### src/rtl/rdc_pkg.sv
package rdc_pkg;

    typedef enum logic [1:0] {
        TGT_VID  = 2'b00,
        TGT_COL  = 2'b01,
        TGT_SCR  = 2'b10,
        TGT_NONE = 2'b11
    } tgt_e;

    typedef enum logic [1:0] {
        PH_IDLE = 2'd0,
        PH_WAIT = 2'd1,
        PH_HI   = 2'd2,
        PH_LO   = 2'd3
    } ph_e;

endpackage

### src/rtl/rdc_merge.sv
module rdc_merge #(
    parameter int DW     = 16,
    parameter int KEEP_W = 9
) (
    input  logic [DW-1:0] mem_word,
    input  logic [DW-1:0] stale_word,
    output logic [DW-1:0] merged
);
    for (genvar b = 0; b < DW; b++) begin : g_bit
        if (b < KEEP_W) begin : g_mem
            assign merged[b] = mem_word[b];
        end else begin : g_stale
            assign merged[b] = stale_word[b];
        end
    end
endmodule

### src/rtl/rdc_buf.sv
module rdc_buf #(
    parameter int DW = 16
) (
    input  logic          clk,
    input  logic          rst_n,
    input  logic          ld_hi,
    input  logic          ld_lo,
    input  logic          ld_word,
    input  logic [DW-1:0] word_in,
    input  logic [DW/2-1:0] byte_in,
    output logic [DW-1:0] cache_q
);
    localparam int BW = DW / 2;

    typedef struct packed {
        logic [BW-1:0] hi;
        logic [BW-1:0] lo;
    } buf_t;

    buf_t buf_d, buf_q;

    always_comb begin
        buf_d = buf_q;
        if (ld_word) begin
            buf_d = word_in;
        end else begin
            if (ld_hi) buf_d.hi = byte_in;
            if (ld_lo) buf_d.lo = byte_in;
        end
    end

    always_ff @(posedge clk or negedge rst_n) begin
        if (!rst_n) buf_q <= '0;
        else        buf_q <= buf_d;
    end

    assign cache_q = buf_q;


    lo_keep_chk: assert property (@(posedge clk) disable iff (!rst_n)
        (ld_hi && !ld_lo && !ld_word) |=> (cache_q[BW-1:0] == $past(cache_q[BW-1:0])));


    hi_load_chk: assert property (@(posedge clk) disable iff (!rst_n)
        (ld_hi && !ld_word) |=> (cache_q[DW-1:BW] == $past(byte_in)));
endmodule

### src/rtl/rdc_ctrl.sv
module rdc_ctrl
    import rdc_pkg::*;
#(
    parameter int AW = 16
) (
    input  logic          clk,
    input  logic          rst_n,
    input  logic          setup_valid,
    input  logic [1:0]    setup_target,
    input  logic [AW-1:0] setup_addr,
    input  logic          wq_empty,
    input  logic          host_rd_req,
    input  logic          mem_gnt,
    output logic          host_rd_ack,
    output logic          mem_req,
    output logic [1:0]    mem_sel,
    output logic [AW-1:0] mem_addr,
    output logic          ld_hi,
    output logic          ld_lo,
    output logic          ld_word,
    output tgt_e          tgt_o
);
    localparam logic [AW-1:0] STEP_V = AW'(2);
    localparam logic [AW-1:0] ONE_V  = AW'(1);

    typedef struct packed {
        ph_e           ph;
        tgt_e          tgt;
        logic [AW-1:0] addr;
        logic          valid;
    } st_t;

    st_t st_d, st_q;
    logic ack_c;

    always_comb begin
        st_d    = st_q;
        ld_hi   = 1'b0;
        ld_lo   = 1'b0;
        ld_word = 1'b0;
        ack_c   = host_rd_req && !setup_valid && (st_q.ph == PH_IDLE)
                  && (st_q.valid || (st_q.tgt == TGT_NONE));
        if (setup_valid) begin
            st_d.addr  = setup_addr;
            st_d.tgt   = tgt_e'(setup_target);
            st_d.valid = 1'b0;
            st_d.ph    = (tgt_e'(setup_target) == TGT_NONE) ? PH_IDLE : PH_WAIT;
        end else begin
            unique case (st_q.ph)
                PH_IDLE: begin
                    if (ack_c) begin
                        st_d.addr = st_q.addr + STEP_V;
                        if (st_q.tgt != TGT_NONE) begin
                            st_d.valid = 1'b0;
                            st_d.ph    = PH_WAIT;
                        end
                    end
                end
                PH_WAIT: begin
                    if (wq_empty) st_d.ph = PH_HI;
                end
                PH_HI: begin
                    if (mem_gnt) begin
                        if (st_q.tgt == TGT_VID) begin
                            ld_hi = 1'b1;
                            if (st_q.addr[0]) begin
                                st_d.valid = 1'b1;
                                st_d.ph    = PH_IDLE;
                            end else begin
                                st_d.ph = PH_LO;
                            end
                        end else begin
                            ld_word    = 1'b1;
                            st_d.valid = 1'b1;
                            st_d.ph    = PH_IDLE;
                        end
                    end
                end
                PH_LO: begin
                    if (mem_gnt) begin
                        ld_lo      = 1'b1;
                        st_d.valid = 1'b1;
                        st_d.ph    = PH_IDLE;
                    end
                end
                default: st_d.ph = PH_IDLE;
            endcase
        end
    end

    always_ff @(posedge clk or negedge rst_n) begin
        if (!rst_n) begin
            st_q.ph    <= PH_IDLE;
            st_q.tgt   <= TGT_NONE;
            st_q.addr  <= '0;
            st_q.valid <= 1'b0;
        end else begin
            st_q <= st_d;
        end
    end

    assign host_rd_ack = ack_c;
    assign mem_req     = (st_q.ph == PH_HI) || (st_q.ph == PH_LO);
    assign mem_sel     = st_q.tgt;
    assign mem_addr    = (st_q.ph == PH_LO) ? (st_q.addr | ONE_V) : st_q.addr;
    assign tgt_o       = st_q.tgt;


    fetch_after_empty_chk: assert property (@(posedge clk) disable iff (!rst_n)
        (mem_req && !$past(mem_req)) |-> $past(wq_empty));


    no_ack_in_fetch_chk: assert property (@(posedge clk) disable iff (!rst_n)
        (host_rd_req && mem_req) |-> !host_rd_ack);


    setup_abort_chk: assert property (@(posedge clk) disable iff (!rst_n)
        (setup_valid && (setup_target != 2'b11)) |=> !mem_req);


    none_no_stall_chk: assert property (@(posedge clk) disable iff (!rst_n)
        (host_rd_req && !setup_valid && (tgt_o == TGT_NONE)) |-> host_rd_ack);


    req_hold_chk: assert property (@(posedge clk) disable iff (!rst_n)
        (mem_req && !mem_gnt && !setup_valid) |=> (mem_req && $stable(mem_addr) && $stable(mem_sel)));
endmodule

### src/rtl/rd_prefetch_cache.sv
module rd_prefetch_cache
    import rdc_pkg::*;
#(
    parameter int AW    = 16,
    parameter int DW    = 16,
    parameter int COL_W = 9,
    parameter int SCR_W = 11
) (
    input  logic          clk,
    input  logic          rst_n,
    input  logic          setup_valid,
    input  logic [1:0]    setup_target,
    input  logic [AW-1:0] setup_addr,
    input  logic          wq_empty,
    input  logic [DW-1:0] wq_stale,
    input  logic          host_rd_req,
    output logic          host_rd_ack,
    output logic [DW-1:0] host_rd_data,
    output logic          mem_req,
    output logic [1:0]    mem_sel,
    output logic [AW-1:0] mem_addr,
    input  logic          mem_gnt,
    input  logic [DW-1:0] mem_rdata
);
    localparam int BW = DW / 2;

    logic          ld_hi, ld_lo, ld_word;
    tgt_e          tgt;
    logic [DW-1:0] col_word, scr_word, word_sel, cache_q;

    rdc_ctrl #(.AW(AW)) u_ctrl (
        .clk          (clk),
        .rst_n        (rst_n),
        .setup_valid  (setup_valid),
        .setup_target (setup_target),
        .setup_addr   (setup_addr),
        .wq_empty     (wq_empty),
        .host_rd_req  (host_rd_req),
        .mem_gnt      (mem_gnt),
        .host_rd_ack  (host_rd_ack),
        .mem_req      (mem_req),
        .mem_sel      (mem_sel),
        .mem_addr     (mem_addr),
        .ld_hi        (ld_hi),
        .ld_lo        (ld_lo),
        .ld_word      (ld_word),
        .tgt_o        (tgt)
    );

    rdc_merge #(.DW(DW), .KEEP_W(COL_W)) u_col_merge (
        .mem_word   (mem_rdata),
        .stale_word (wq_stale),
        .merged     (col_word)
    );

    rdc_merge #(.DW(DW), .KEEP_W(SCR_W)) u_scr_merge (
        .mem_word   (mem_rdata),
        .stale_word (wq_stale),
        .merged     (scr_word)
    );

    assign word_sel = (tgt == TGT_COL) ? col_word : scr_word;

    rdc_buf #(.DW(DW)) u_buf (
        .clk     (clk),
        .rst_n   (rst_n),
        .ld_hi   (ld_hi),
        .ld_lo   (ld_lo),
        .ld_word (ld_word),
        .word_in (word_sel),
        .byte_in (mem_rdata[BW-1:0]),
        .cache_q (cache_q)
    );

    assign host_rd_data = cache_q;


    col_stale_chk: assert property (@(posedge clk) disable iff (!rst_n)
        (mem_req && mem_gnt && !setup_valid && (mem_sel == 2'b01))
        |=> (cache_q[DW-1:COL_W] == $past(wq_stale[DW-1:COL_W])));


    scr_stale_chk: assert property (@(posedge clk) disable iff (!rst_n)
        (mem_req && mem_gnt && !setup_valid && (mem_sel == 2'b10))
        |=> (cache_q[DW-1:SCR_W] == $past(wq_stale[DW-1:SCR_W])));
endmodule

### config.mk
export PLATFORM = sky130hd
export DESIGN_NAME = rd_prefetch_cache
export DESIGN_NICKNAME = d
export VERILOG_FILES = /design/src/rtl/rdc_pkg.sv /design/src/rtl/rdc_merge.sv /design/src/rtl/rdc_buf.sv /design/src/rtl/rdc_ctrl.sv /design/src/rtl/rd_prefetch_cache.sv
export SDC_FILE = /design/constraint.sdc
export NUM_CORES = 1
export LEC_CHECK = 0
export CORE_ASPECT_RATIO = 0.8
export CORE_UTILIZATION = 45
export DETAILED_ROUTE_END_ITERATION = 16
export DONT_BUFFER_PORTS = 1
export PLACE_DENSITY_LB_ADDON = 0.2
export SYNTH_ARGS = -nofsm -noshare
export SYNTH_HDL_FRONTEND = slang
export SYNTH_SLANG_ARGS = --single-unit
export TNS_END_PERCENT = 30
### constraint.sdc
create_clock -name clk -period 2.55 [get_ports clk]
set_input_delay 0.255 -clock clk [delete_from_list [all_inputs] [get_ports clk]]
set_output_delay 0.255 -clock clk [all_outputs]
set_load 0.01 [all_outputs]
### After elaboration in Yosys (flattened, before gate mapping)

Index checks and enable logic that the tools add are counted.

| operators by class | value |
|---|---|
| muxes and demuxes | 35 |
| add/sub/neg operators | 1 |
| eq/ne operators | 13 |
| reduce and logical (&&, ||, !) cells | 16 |

Operator list:

| cell | count |
|---|---|
| 17-bit two-way mux | 2 |
| 16-bit two-way mux | 2 |
| 1-bit two-way mux | 18 |
| 16-bit by 2-bit adder with 16-bit output (second input constant) | 1 |
| 2-bit two-way mux | 8 |
| 8-bit two-way mux | 2 |
| 3-bit inequality test (second input constant) | 5 |
| 11-bit two-way mux | 1 |
| 2-bit == test (second input constant) | 4 |
| 2-bit one-hot mux with 4 select lines | 1 |
| 2-bit nonzero test | 4 |
| 6-bit AND reduction | 1 |
| 5-bit AND reduction | 1 |
| 2-bit by 1-bit == test with 1-bit output (second input constant) | 2 |
| 2-bit zero test | 2 |
| 4-bit by 3-bit inequality test with 1-bit output (second input constant) | 1 |
| 4-bit nonzero test | 1 |
| 1-bit logical AND | 3 |
| 1-bit one-hot mux with 3 select lines | 1 |
| 1-bit logical OR | 2 |
| 2-bit inequality test (second input constant) | 1 |
| 2-bit AND reduction | 1 |
| 1-bit zero test | 1 |

| word-level totals | value |
|---|---|
| bits in registers | 37 |
| input bits | 56 |
| output and inout port bits | 36 |

### Depth between registers and ports, before layout

| logic depth | value |
|---|---|
| depth after elaboration | 7 |
| gate-level depth with buffers | 6 |

### Modules after synthesis

Synthesis repeated with hierarchy kept, for this count alone.

| unflattened totals | value |
|---|---|
| cells, all modules | 280 |
| area, all modules | 2,670.1 µm² |

Modules (own cells, without submodules):

| module | sequential area each (µm²) | cells an instance | area an instance (µm²) | instances |
|---|---|---|---|---|
| rdc_ctrl | 528.0 | 160 | 1,425.1 | 1 |
| rdc_buf | 400.4 | 69 | 742.0 | 1 |
| rd_prefetch_cache | 0.0 | 19 | 262.8 | 1 |
| rdc_merge | 0.0 | 16 | 120.1 | 2 |

### Worst setup path after synthesis

Ideal clock, no wire load.

| path | value |
|---|---|
| kind | register -> register |
| from | reg u_ctrl.st_q[20] in the netlist's numbering |
| to | reg u_ctrl.st_q[16] in the netlist's numbering |
| path slack | 0.576 ns |
| path buffers | 1 |
| clock period less this slack | 1.974 ns |
| arrival | 1.892 ns |
| stages on the path, launching flop included | 6 |
| path through | dfrtp_1 -> buf_6 -> or4b_4 -> nor4_4 -> or3b_1 -> a31oi_1 |

| on the way | value |
|---|---|
| longest elaborated chain between the ends | 5 |
| elaborated cells between the ends (all ways) | 6 |

RTL lines:

| element | RTL line | source |
|---|---|---|
| start: declaration | rdc_ctrl.sv:33 | `st_t st_d, st_q;` |
| start signal: assignment | rdc_ctrl.sv:98 | `st_q <= st_d;` |
| 2-bit zero test (*) | rdc_ctrl.sv:41, rdc_ctrl.sv:49 |  |
| 1-bit logical AND | rdc_ctrl.sv:41 | `ack_c = host_rd_req && !setup_valid && (st_q.ph == PH_IDLE)` |
| 1-bit logical AND | rdc_ctrl.sv:42 | `&& (st_q.valid \|\| (st_q.tgt == TGT_NONE));` |
| 2-bit nonzero test (no source line) | - |  |
| 2-bit AND reduction (no source line) (*) | - |  |

Every way passes the cells marked *; elsewhere a longest branch is shown, timed or not.
A chain may end at the register's enable or synchronous reset.

### Worst setup path in the final report

| path | value |
|---|---|
| from | reg u_ctrl.st_q[19] in the netlist's numbering |
| to | reg u_ctrl.st_q[15] in the netlist's numbering |

The elaborated chain is that of the path after synthesis.

==> results_dict.tcl <==
set metrics [dict create \
    io_buffer_count 0 \
    ys_warn_count 0 \
    fp.dieW_um 78.30 \
    cts_setup_buffers 0 \
    fillers 398 \
    power.density_nw_per_um2 835.1 \
    min_period_ps 2214 \
    max_freq_ghz 0.4516 \
    wl_per_cell_um 17.81 \
    final_core_util_pct 49.78 \
    syn_area_per_cell_sq_um 9.933 \
    finClkSkew_ps 7.111 \
    clock_path_buffers 2 \
    nNetsFinal 252 \
    htree_levels 2 \
    fin_ws_ps 335.6 \
    gp_congestion 0.7358 \
    cts_resized 0 \
    maxSlewHeadroom_pct 55.09 \
    synth_cells 211 \
    synth.top_cell.area_share_pct 41.79 \
    worstSetupEndpointType "flop" \
    final_layout_size_suffix_gt1_share_pct 17.35 \
    worst-setup-path-type "flop to flop" \
    rows 21 \
    drt_iter0_drc 82 \
    synth.area.top_cells "dfrtp_1 42%, mux2_2 7.0%, buf_4 6.1%" \
    die_height_um 63.04 \
    antenna_left 0 \
    synthArstFlopShare_pct 100.0 \
    synth_area_sq_um 2096 \
    clkLatencyLatePin_ps 290 \
    rsz0062_at_grt "no" \
    cp-startpoint "u_ctrl.st_q[19]" \
    synthDistinctLibCells 46 \
    synth-edff-count 0 \
    viasPerCell 5.937 \
    grt_use_total_pct 20.04 \
    cp_max_fo 10 \
    critPathRequiredTime_ps 2720 \
    crit_path_end "u_ctrl.st_q[15]" \
    dr.pass1.iters 4 \
    cp_num_buf_inv 0 \
    root_buffer "clkbuf_8" \
    core_area_sq_um 4335 \
    dieArea_sq_um 4936 \
    initial_core_util_pct 48.34 \
    cp.arrival_ps 2390 \
    antenna_found_initial 0 \
    p_leak_nw 0.8969 \
    drc_errors 0 \
    cts_buffers 5 \
    grt_max_degree 40 \
    num_antenna_cells 0 \
    synthToLayoutAreaGrowth_pct 2.985 \
    clkTransAtPathRegs_ps 80 \
    worstHoldPathType "input port to flop" \
    ys_ff_latch 37 \
    vdd_drop_max_v 0.0003820 \
    tns_ps 0 \
    rr_startpoint "u_ctrl.st_q[19]" \
    overflow 0 \
    startpoint_type "flop" \
    num_vias 1502 \
    num_io_pins 92 \
    worstSetupPathDepth 4 \
    cpPeakStageDelay_ps 610 \
    cts.sinks 37 \
    reg2reg_depth 4 \
    yosysTopAreaCell "dfrtp_1" \
    fin_crit_sh_pct 86.84 \
    cp_top_family "simple AND/OR/NAND/NOR gates" \
    ys_seq_area_share_pct 44.30 \
    place_ws_ps 368.4 \
    syn-num-nets 268 \
    hold_viol 0 \
    setup_violations 0 \
    r2r_end "u_ctrl.st_q[15]" \
    cap_violations 0 \
    status "complete, no violations" \
    dp_hpwl_um 3229 \
    cts_tree "yes" \
    r2r_slack_ps 340 \
    cts_hold_buf 2 \
    routed_wl_um 4505 \
    critPathSlowestCell "nor4_2" \
    whs_path_depth 1 \
    crit_path_cell_trace "or4b_4 -> nor4_2 -> a21oi_1 -> o31a_1" \
    tightest_slew_ps 671.1 \
    report.final.slew_viol_count 0 \
    grt_first_pass_wirelength_um 7527 \
    synth_ff_type "dfrtp_1" \
    grt_pass1_vias 1506 \
]
cell usage after synthesis, types with 3 or more instances:
library cell  instances
a21oi_1              12
a221o_1               3
and3_1                3
buf_4                17
clkbuf_1              8
dfrtp_1              35
inv_1                 8
mux2_2               13
mux2i_1              11
nand2_1              18
nand2b_1              3
nand3_1               9
nor2_1               12
nor3_1                4
nor4_1                3
o211ai_1              3
o21ai_0              11
o31a_1                3
per-stage QoR:
stage          hold WS [ps]  instances  power, mW  instance area (sq um)
2_1_floorplan        -40.59        211      1.243                   2096
6_report              35.50        253      1.802                   2158
3_3_place_gp         -39.51        243      1.253                   2012
5_1_grt               19.04        253      1.911                   2158
4_1_cts               22.15        253      1.826                   2158
3_5_place_dp         -39.39        243      1.278                   2012
cell usage in the layout (no fill, tap or decap), types with 2 or more instances in the layout:
cell type  count
a21o_1         2
a21oi_1       12
a221o_1        3
a22oi_1        2
a31oi_1        2
and3_1         3
and4_1         2
buf_4          3
clkbuf_8       6
dfrtp_1       35
dfstp_2        2
inv_1          8
mux2_2        13
mux2i_1       11
nand2_1       18
nand2b_1       3
nand3_1        9
nand4_1        2
nor2_1        12
nor3_1         4
nor4_1         3
o211ai_1       3
o21ai_0       11
o31a_1         3
o41ai_1        2
routing by layer:
layer	part of all wire, %	global-route usage (%)
met1	45	25.67
met2	45	30.59
met3	8.3	7.883
met4	1.3	7.176
met5	0	0
layout make-up:
class	count	area, sq um	area share (%)
flip-flops and latches	37	928.4	43.01
clock inverters	1	30.03	1.391
repair buffers	5	52.55	2.435
multi-input cells	137	955.9	44.29
inverters	9	33.78	1.565
clock buffers	7	86.33	4.000
well taps	57	71.32	3.304
registers in the layout (all words and copies together) (netlist names):
register	flops
u_ctrl.mem_sel	2
u_ctrl.st_q	19
u_buf.cache_q	16
report_power, final:
group	total [mW]	switching, mW	internal (mW)
Combinational	0.303	0.140	0.163
Clock	0.527	0.208	0.319
Sequential	0.972	0.219	0.754
worst min path at each step:
stage / startpoint / end / slack, ps
detailed placement: rst_n / u_ctrl.st_q[9] / -40
global route: setup_valid / u_ctrl.st_q[20] / 20
floorplan: rst_n / u_buf.cache_q[0] / -40
finish: setup_valid / u_ctrl.st_q[20] / 40
CTS: setup_valid / u_ctrl.st_q[20] / 20
global placement: rst_n / u_ctrl.st_q[9] / -40
cell families (layout without fill, tap and decap cells):
logic type | count (synthesis) | in the layout | share of synthesized area [%]
AOI/OAI and AO/OA | 47 | 47 | 15.10
DFF | 37 | 37 | 44.30
and+or+nand+nor | 64 | 64 | 17.25
xor gates and xnor gates | 1 | 1 | 0.4180
muxes | 24 | 24 | 12.24
buffers and inverters | 37 | 22 | 10.09
adders and majority gates | 1 | 1 | 0.5969
(Power assumes the default switching activity.)
